$ cat config.mk
export PLATFORM = sky130hd
export DESIGN_NAME = tamper_detect
export DESIGN_NICKNAME = d
export VERILOG_FILES = /design/src/rtl/tamper_pkg.sv /design/src/rtl/tamper_regs.sv /design/src/rtl/tamper_filter.sv /design/src/rtl/tamper_detect.sv
export SDC_FILE = /design/constraint.sdc
export NUM_CORES = 1
export LEC_CHECK = 0
export ABC_AREA = 1
export BUFFER_PORTS_ARGS = -buffer_cell sky130_fd_sc_hd__buf_2
export CAP_MARGIN = 40
export CORE_AREA = 2 2 109 111
export CTS_CLUSTER_DIAMETER = 50
export DETAILED_ROUTE_END_ITERATION = 6
export DIE_AREA = 0 0 111 113
export PLACE_DENSITY = 0.77
export SETUP_SLACK_MARGIN = 0.05
export SLEW_MARGIN = 20
export SYNTH_ARGS = -nofsm -noshare
export SYNTH_HDL_FRONTEND = slang
export SYNTH_HIERARCHICAL = 1
export SYNTH_SLANG_ARGS = --single-unit
$ cat constraint.sdc
create_clock -name clk -period 1.5 [get_ports clk]
set_clock_uncertainty 0.1 [all_clocks]
set_input_delay 0.15 -clock clk [delete_from_list [all_inputs] [get_ports clk]]
set_output_delay 0.15 -clock clk [all_outputs]
set_load 0.05 [all_outputs]
$ cat src/rtl/tamper_pkg.sv
package tamper_pkg;
  localparam int NUM_CH    = 4;
  localparam int GRP_STEP  = 8;
  localparam int BIT_EN    = 0;
  localparam int BIT_LVL   = 1;
  localparam int BIT_PU    = 2;
  localparam int BIT_LONG  = 3;

  typedef enum logic [1:0] {
    SEL_CTRL = 2'd0,
    SEL_LOCK = 2'd1,
    SEL_STAT = 2'd2
  } regSel_e;

  typedef struct packed {
    logic [NUM_CH-1:0] chanEn;
    logic [NUM_CH-1:0] chanLvl;
    logic [NUM_CH-1:0] chanLong;
    logic [NUM_CH-1:0] clrMask;
  } ctrlStrobes_t;
endpackage

$ cat src/rtl/tamper_regs.sv
module tamper_regs
  import tamper_pkg::*;
#(
  parameter logic [31:0] LOCK_KEY = 32'hA335_9554,
  parameter int          BUSY_CYC = 3
) (
  input  logic         clk,
  input  logic         rstN,
  input  logic         wrEn,
  input  logic [1:0]   wrSel,
  input  logic [31:0]  wrData,
  output logic [31:0]  ctrlQ,
  output logic         locked,
  output logic         writeReady,
  output ctrlStrobes_t strb
);
  localparam int BW = $clog2(BUSY_CYC + 1);
  localparam logic [BW-1:0] BUSY_C = BW'(BUSY_CYC);

  logic [BW-1:0] busyCnt;
  logic [31:0]   ctrlMask;
  logic          ctrlWr, statWr, lockWr;

  assign ctrlWr     = wrEn && (wrSel == SEL_CTRL);
  assign statWr     = wrEn && (wrSel == SEL_STAT);
  assign lockWr     = wrEn && (wrSel == SEL_LOCK);
  assign writeReady = (busyCnt == '0);

  always_comb begin
    ctrlMask = '0;
    for (int g = 0; g < NUM_CH; g++) begin
      ctrlMask[g*GRP_STEP +: 4] = 4'hF;
    end
  end

  always_ff @(posedge clk or negedge rstN) begin
    if (!rstN) begin
      ctrlQ   <= '0;
      locked  <= 1'b1;
      busyCnt <= '0;
    end else begin
      if (busyCnt != '0) busyCnt <= busyCnt - 1'b1;
      if (lockWr) locked <= (wrData != LOCK_KEY);
      if (ctrlWr && !locked && writeReady) begin
        ctrlQ   <= wrData & ctrlMask;
        busyCnt <= BUSY_C;
      end
    end
  end

  always_comb begin
    for (int c = 0; c < NUM_CH; c++) begin
      strb.chanEn[c]   = ctrlQ[c*GRP_STEP + BIT_EN];
      strb.chanLvl[c]  = ctrlQ[c*GRP_STEP + BIT_LVL];
      strb.chanLong[c] = ctrlQ[c*GRP_STEP + BIT_LONG];
    end
    strb.clrMask = statWr ? wrData[NUM_CH-1:0] : '0;
  end

  AST_LOCKED_HOLD: assert property (@(posedge clk) disable iff (!rstN)
    ctrlWr && locked |=> ctrlQ == $past(ctrlQ));
  AST_BUSY_HOLD: assert property (@(posedge clk) disable iff (!rstN)
    ctrlWr && !writeReady |=> ctrlQ == $past(ctrlQ));
  AST_READY_GAP: assert property (@(posedge clk) disable iff (!rstN)
    $fell(writeReady) |=> !writeReady);
endmodule

$ cat src/rtl/tamper_filter.sv
module tamper_filter
  import tamper_pkg::*;
#(
  parameter int SHORT_LEN = 2,
  parameter int LONG_LEN  = 3071
) (
  input  logic              clk,
  input  logic              rstN,
  input  logic [NUM_CH-1:0] pinIn,
  input  ctrlStrobes_t      strb,
  output logic [NUM_CH-1:0] evtQ
);
  localparam int CW = $clog2(LONG_LEN + 1);
  localparam logic [CW-1:0] SHORT_C = CW'(SHORT_LEN);
  localparam logic [CW-1:0] LONG_C  = CW'(LONG_LEN);

  logic [NUM_CH-1:0] hit;

  for (genvar i = 0; i < NUM_CH; i++) begin : gChan
    logic          syncA, syncB, lastB;
    logic [CW-1:0] stableCnt;
    logic [CW-1:0] limit;

    assign limit  = strb.chanLong[i] ? LONG_C : SHORT_C;
    assign hit[i] = strb.chanEn[i] && (syncB == lastB) &&
                    (stableCnt >= limit) && (syncB == strb.chanLvl[i]);

    always_ff @(posedge clk or negedge rstN) begin
      if (!rstN) begin
        syncA     <= 1'b0;
        syncB     <= 1'b0;
        lastB     <= 1'b0;
        stableCnt <= '0;
      end else begin
        syncA <= pinIn[i];
        syncB <= syncA;
        lastB <= syncB;
        if (!strb.chanEn[i] || (syncB != lastB)) stableCnt <= '0;
        else if (stableCnt < LONG_C) stableCnt <= stableCnt + 1'b1;
      end
    end

    AST_CNT_CAP: assert property (@(posedge clk) disable iff (!rstN)
      stableCnt <= LONG_C);
    AST_NO_EARLY: assert property (@(posedge clk) disable iff (!rstN)
      !evtQ[i] && (stableCnt < SHORT_C) |=> !evtQ[i]);
    AST_STICKY: assert property (@(posedge clk) disable iff (!rstN)
      evtQ[i] && !strb.clrMask[i] |=> evtQ[i]);
    AST_DIS_QUIET: assert property (@(posedge clk) disable iff (!rstN)
      !strb.chanEn[i] && !evtQ[i] |=> !evtQ[i]);
  end

  always_ff @(posedge clk or negedge rstN) begin
    if (!rstN) begin
      evtQ <= '0;
    end else begin
      for (int c = 0; c < NUM_CH; c++) begin
        if (hit[c]) evtQ[c] <= 1'b1;
        else if (strb.clrMask[c]) evtQ[c] <= 1'b0;
      end
    end
  end
endmodule

$ cat src/rtl/tamper_detect.sv
module tamper_detect
  import tamper_pkg::*;
#(
  parameter logic [31:0] LOCK_KEY  = 32'hA335_9554,
  parameter int          BUSY_CYC  = 3,
  parameter int          SHORT_LEN = 2,
  parameter int          LONG_LEN  = 3071
) (
  input  logic        clk,
  input  logic        rstN,
  input  logic        wrEn,
  input  logic [1:0]  wrSel,
  input  logic [31:0] wrData,
  input  logic [3:0]  tamperPin,
  output logic [31:0] ctrlQ,
  output logic [3:0]  eventQ,
  output logic [3:0]  pullUpReq,
  output logic        locked,
  output logic        writeReady
);
  ctrlStrobes_t strb;

  tamper_regs #(.LOCK_KEY(LOCK_KEY), .BUSY_CYC(BUSY_CYC)) uRegs (
    .clk(clk), .rstN(rstN), .wrEn(wrEn), .wrSel(wrSel), .wrData(wrData),
    .ctrlQ(ctrlQ), .locked(locked), .writeReady(writeReady), .strb(strb)
  );

  tamper_filter #(.SHORT_LEN(SHORT_LEN), .LONG_LEN(LONG_LEN)) uFilt (
    .clk(clk), .rstN(rstN), .pinIn(tamperPin), .strb(strb), .evtQ(eventQ)
  );

  always_comb begin
    for (int c = 0; c < NUM_CH; c++) pullUpReq[c] = ctrlQ[c*GRP_STEP + BIT_PU];
  end
endmodule

## Yosys cells after proc, flatten, opt, wreduce, memory -nomap -nowiden

Cells that the tools add are included.
W data, S select, Z words.

| word-level totals | value |
|---|---|
| logic and storage cells | 112 |
| output and inout port bits | 42 |
| input bits | 41 |
| bits in registers | 83 |

| cells by class | value |
|---|---|
| $lt $le $gt $ge | 8 |
| $add $sub $neg | 5 |
| reduce and logical (&&, ||, !) cells | 38 |
| mux-type cells | 23 |
| equality and inequality tests | 15 |

Operators by type and width:

| kind | count |
|---|---|
| $mux W12 | 12 |
| $add A12 B1 Y12 const B | 4 |
| $ge A12 B12 Y1 | 4 |
| $lt A12 B12 Y1 const B | 4 |
| $ne A32 B32 Y1 const B | 1 |
| $reduce_bool A2 Y1 | 10 |
| $logic_and A1 B1 Y1 | 17 |
| $eq A1 B1 Y1 | 8 |
| $mux W1 | 8 |
| $logic_not A1 Y1 | 5 |
| $logic_not A2 Y1 | 2 |
| $logic_or A1 B1 Y1 | 4 |
| $mux W2 | 2 |
| $mux W4 | 1 |
| $ne A1 B1 Y1 | 4 |
| $eq A2 B1 Y1 const B | 1 |
| $eq A2 B2 Y1 const B | 1 |
| $sub A2 B1 Y2 const B | 1 |

## Depth between registers and ports, before layout

| depth | value |
|---|---|
| depth in word-level cells | 5 |
| gate-level depth with buffers | 11 |
| mapped depth without buffers | 10 |

## Cells and area by module

Netlist, hierarchy kept.

Modules (own cells, without submodules):

| module | area each (um^2) | times used | seq. area each (um^2) | cells each |
|---|---|---|---|---|
| tamper_filter | 4659.5 | 1 | 1601.5 | 653 |
| tamper_regs | 1243.7 | 1 | 476.7 | 162 |
| tamper_detect | 30.0 | 1 | 0.0 | 4 |

## Least setup slack after synthesis

OpenSTA, ideal clock, no wires.

| timing path | value |
|---|---|
| kind | register to register |
| start | reg uRegs.ctrlQ[11] |
| end | reg uFilt.evtQ[1] |
| required time | 1.282 ns |
| library setup time | 0.118 ns |
| arrival | 1.691 ns |
| path slack | -0.409 ns |
| cell stages (with the launch flop) | 10 |
| cell sequence | dfrtp_1 -> buf_4 -> inv_1 -> ha_1 -> inv_1 -> nor2_1 -> a21oi_1 -> nand4_1 -> nand2_1 -> nand2_1 |

| between the ends | value |
|---|---|
| longest elaborated chain between the ends | 5 |
| elaborated cells between the ends (all ways) | 6 |
| those cells by class | order compare: 1; mux: 2; reduce/logical: 3 |

Ends and longest elaborated chain:

| element | RTL line | text |
|---|---|---|
| start: declaration | tamper_regs.sv:12 | `output logic [31:0] ctrlQ,` |
| start signal: assignment | tamper_regs.sv:45 | `ctrlQ <= wrData & ctrlMask;` |
| $mux W12 (*) | tamper_filter.sv:24 | `assign limit = strb.chanLong[i] ? LONG_C : SHORT_C;` |
| $ge A12 B12 Y1 (*) | tamper_filter.sv:26 | `(stableCnt >= limit) && (syncB == strb.chanLvl[i]);` |
| $logic_and A1 B1 Y1 (*) | tamper_filter.sv:25 | `assign hit[i] = strb.chanEn[i] && (syncB == lastB) &&` |
| $logic_and A1 B1 Y1 (*) | tamper_filter.sv:26 |  |
| $mux W1 or $reduce_bool A2 Y1 (tied branches) | -- |  |
| end signal: assignment | tamper_filter.sv:55 | `evtQ <= '0;` |
| end signal: indexed assignment | tamper_filter.sv:58 | `if (hit[c]) evtQ[c] <= 1'b1;` |
| end signal: indexed assignment | tamper_filter.sv:59 | `else if (strb.clrMask[c]) evtQ[c] <= 1'b0;` |
| end: declaration | tamper_filter.sv:11 | `output logic [NUM_CH-1:0] evtQ` |

Every way passes the cells marked *; elsewhere a longest branch is shown, timed or not.
A chain may end at the register's enable or synchronous reset.

## Final worst setup path

Ends and elaborated chain as after synthesis.

==> impl_results.md <==
- Crit path from: uRegs/ctrlQ[11]$_DFFE_PN0P_
- Final nets: 1069
- Total die area: 12500 um2
- Worst hold path type: input port to flop
- Clk pwr share: 23.8%
- Cells along the critical path: clkinvlp_4 > ha_4 > nand2_1 > o21ai_0 > nand2_1 > nand4_1 > nand2_1 > nand2_1
- CP required: 1.67 ns
- Post-DRT Antenna Nets: 0
- Die Y: 113 um
- Synthesized area: 5930 um2
- Crit Path Class: flop to flop
- Cell Rows: 39
- Register bit total from synthesis: 83
- Layout cells sized above 1: 40.2%
- Yosys cell types: 33
- Max VDD drop: 0.811 mV
- Estimated wirelength of the detail-placed design: 10200 um
- DRT iter0 DRCs: 375
- Remaining global-route overflow: 0
- Core area: 11300 um2
- Sw Share: 41.9%
- Reg area: 2120 um2
- DR pass1 iterations: 5
- Buf/Inv on CP: 1
- TritonCTS Buffers: 9
- Outcome: finished with violations
- Min Tclk post-route: 1.70 ns
- Antenna violations before repair: 0
- Initial Util: 52.6%
- Top_reg_cell synth: dfrtp_1
- Setup violators final: 10
- Die Wd: 111 um
- WL per Instance: 15.9 um
- Yosys warnings: 6
- Global-route wire length before repair: 25900 um
- Reg power frac: 27.9%
- IO Pins: 83
- RSZ-0062 raised after global routing: yes
- Clk sinks: 83
- Dpl ws: -0.158 ns
- Asr flop ratio synth: 100%
- PnR worst setup slack: -0.204 ns
- Pwr Total: 9.98 mW
- CP arrival: 1.88 ns
- CP peak stage delay: 0.40 ns
- CP Launch Type: flop
- Pint: 5.79 mW
- Pin count of the biggest net entering global routing: 35
- Crit-path slowest cell: dfrtp_2
- CP top delay family: flip-flops
- Via/cell ratio: 5.43
- Synthesis-to-finish area growth: 42.5%
- CP most frequent cell: nand2_1
- Clock buffer depth: 2
- Highest clock rate: 0.587 GHz
- GRT Util Overall: 25.4%
- Drt drc: 0
- Hold path start: wrData[27]
- ANT cells: 0
- Fillers: 719
- Mapped Cells: 819
- TritonCTS clock tree: built
- Share of the synthesized area in the top cell type: 34.6%
- Pwr Density: 1180 nW/um2
- Setup crit end kind: flop
- Cell taking the most area after synthesis: dfrtp_1
- Part of the power in combinational logic: 48.3%
- Failing checks: negative setup slack
- Area taken by multi-input logic gates: 3990 um2
- Worst r2r src: uRegs/ctrlQ[11]$_DFFE_PN0P_
- Vias in the first global route: 5624
- Fin. Hold Viols: 0
- Max-cap violations: 0
- CTS root buffer: clkbuf_16
- Post-Route WL: 18000 um
- Via Count: 6142
- Max Fanout on Critical Path: 5
- I/O Buffers: 66
- Gpl congestion: 0.908
- H-tree Lvls: 3
- Clk slew on worst S/H paths: 0.06 ns
- Net Sw Power: 4.18 mW
- Static leakage: 4.17 nW
- Ranking of synthesized cells by area: dfrtp_1, nand2_1, ha_1
- Max-slew violations: 0
- Syn avg cell area: 7.24 um2
- Fin crit share: 114%
- Clock Latency Late Sink: 0.34 ns
- Seq/Total Area, Yosys: 35.0%
- EDFF count, synth: 0
==> tightest hold or removal path: stages <==
cell and delay, ns:
buf_2 0.10, inv_1 0.09, o21ai_2 0.07
==> sequential cells by signal (all words and copies together) (netlist names) <==
signal                 flops
uFilt/evtQ                 4
uFilt/gChan.lastB          4
uFilt/gChan.stableCnt     48
uFilt/gChan.syncA          4
uFilt/gChan.syncB          4
uRegs/busyCnt              2
uRegs/ctrlQ               16
uRegs/locked               1
==> path summary, 6_finish.rpt <==
check	to	slack [ns]	cells after the start
min in group asynchronous	uFilt/gChan[2].lastB$_DFF_PN0_	0.09	2
max	uFilt/evtQ[1]$_DFFE_PN0P_	-0.20	8
min	uRegs/ctrlQ[27]$_DFFE_PN0P_	0.009	3
max reg2reg	uFilt/evtQ[1]$_DFFE_PN0P_	-0.20	8
max in group asynchronous	uRegs/ctrlQ[8]$_DFFE_PN0P_	0.71	3
min reg2reg	uFilt/gChan[1].syncB$_DFF_PN0_	0.25	0
==> routing by layer <==
metal / GRT usage (%) / vias to the layer above / share of wire (%)
li1: - / 2864 / -
met1: 31.6 / 2902 / 38
met2: 44.4 / 307 / 52
met3: 4.23 / 69 / 6.4
met4: 9.75 / 0 / 3.8
met5: 0 / - / 0
==> logic make-up (layout without fill, tap and decap cells) <==
logic type	after synthesis	after routing	share of synthesized area, %
compound gates	69	69	7.47
xor+xnor	23	23	3.40
buf+inv	155	306	12.9
simple gates	443	446	31.7
flops	83	83	35.0
other cells	1	16	0.0632
fa+ha+maj	45	45	9.49
==> Yosys cell counts (2+ instances only) <==
cell      number
a21o_1         2
nor2_4         3
inv_1        109
buf_6          3
xor2_1        23
nor3_1         4
clkinv_4       2
nand4_1       16
nand2_1      255
nand2_2       11
ha_1          45
inv_2          6
a21oi_1       19
nor2_1        96
dfrtp_1       82
o21ai_2       23
nor2_2         3
nand3_2        4
nand3_1       45
nand2_4        3
o21ai_0       20
buf_4         32
o21ai_1        3
==> repair_timing <==
action / in CTS / in global routing
buffers inserted: 6 / 18
pin swaps: 26 / 55
gates resized for setup: 73 / 159
gates cloned: 7 / 4
hold buffers: 16 / 0
endpoints found under the setup margin: 40 / 50
hold endpoints to repair: 98 / 0
==> through the flow <==
step | setup TNS [ns] | area, um2 | hold WS, ns | util, % | std cells
after floorplan | -1.14 | 6050 | -0.246 | - | 834
after global placement | -0.330 | 6740 | -0.0861 | 59.8 | 1064
after detailed placement | -0.652 | 6740 | -0.0874 | 59.8 | 1064
after CTS | -0.270 | 7790 | 0.00370 | 69.1 | 1109
after global routing | -1.64 | 8450 | 0.00980 | 75.0 | 1131
final | -0.571 | 8450 | 0.00925 | 75.0 | 1131
==> final cells by class <==
class	count	share of cell area, %
flip-flops and latches	83	25.0
repair inverters	6	0.681
clock inverters	5	0.933
well taps	143	2.12
clock buffers	11	2.75
inverters	118	6.07
repair buffers	166	15.2
multi-input cells	599	47.2
==> power by group through the flow <==
stage	Sequential [mW]	Combinational [mW]	Clock, mW
after detailed placement	2.79	3.60	0
after global routing	2.82	5.17	2.49
after CTS	2.78	4.34	2.40
after floorplan	3.45	2.17	0
after global placement	2.78	3.50	0
final	2.78	4.82	2.38
==> cell usage in the layout (no fill, tap or decap), types with 4 or more instances in the layout <==
| cell | n |
|---|---|
| o21ai_0 | 5 |
| buf_2 | 64 |
| inv_2 | 12 |
| nor3_1 | 4 |
| dfrtp_1 | 51 |
| xor2_1 | 22 |
| inv_4 | 9 |
| dlygate4sd3_1 | 16 |
| nand2_1 | 215 |
| a21oi_2 | 5 |
| nor2_4 | 14 |
| ha_4 | 29 |
| inv_1 | 91 |
| nand3_1 | 36 |
| ha_1 | 15 |
| nor2_2 | 14 |
| nand2_2 | 35 |
| a21oi_1 | 14 |
| inv_8 | 5 |
| nand4_1 | 16 |
| dfrtp_2 | 31 |
| nand2_4 | 18 |
| conb_1 | 16 |
| nand2_8 | 4 |
| clkbuf_16 | 9 |
| o21ai_1 | 10 |
| clkinvlp_4 | 4 |
| buf_6 | 11 |
| o21ai_2 | 31 |
| nor2_1 | 74 |
| nand3_2 | 11 |
| buf_4 | 67 |
| buf_12 | 6 |
Power figures use the tool's default switching activity.
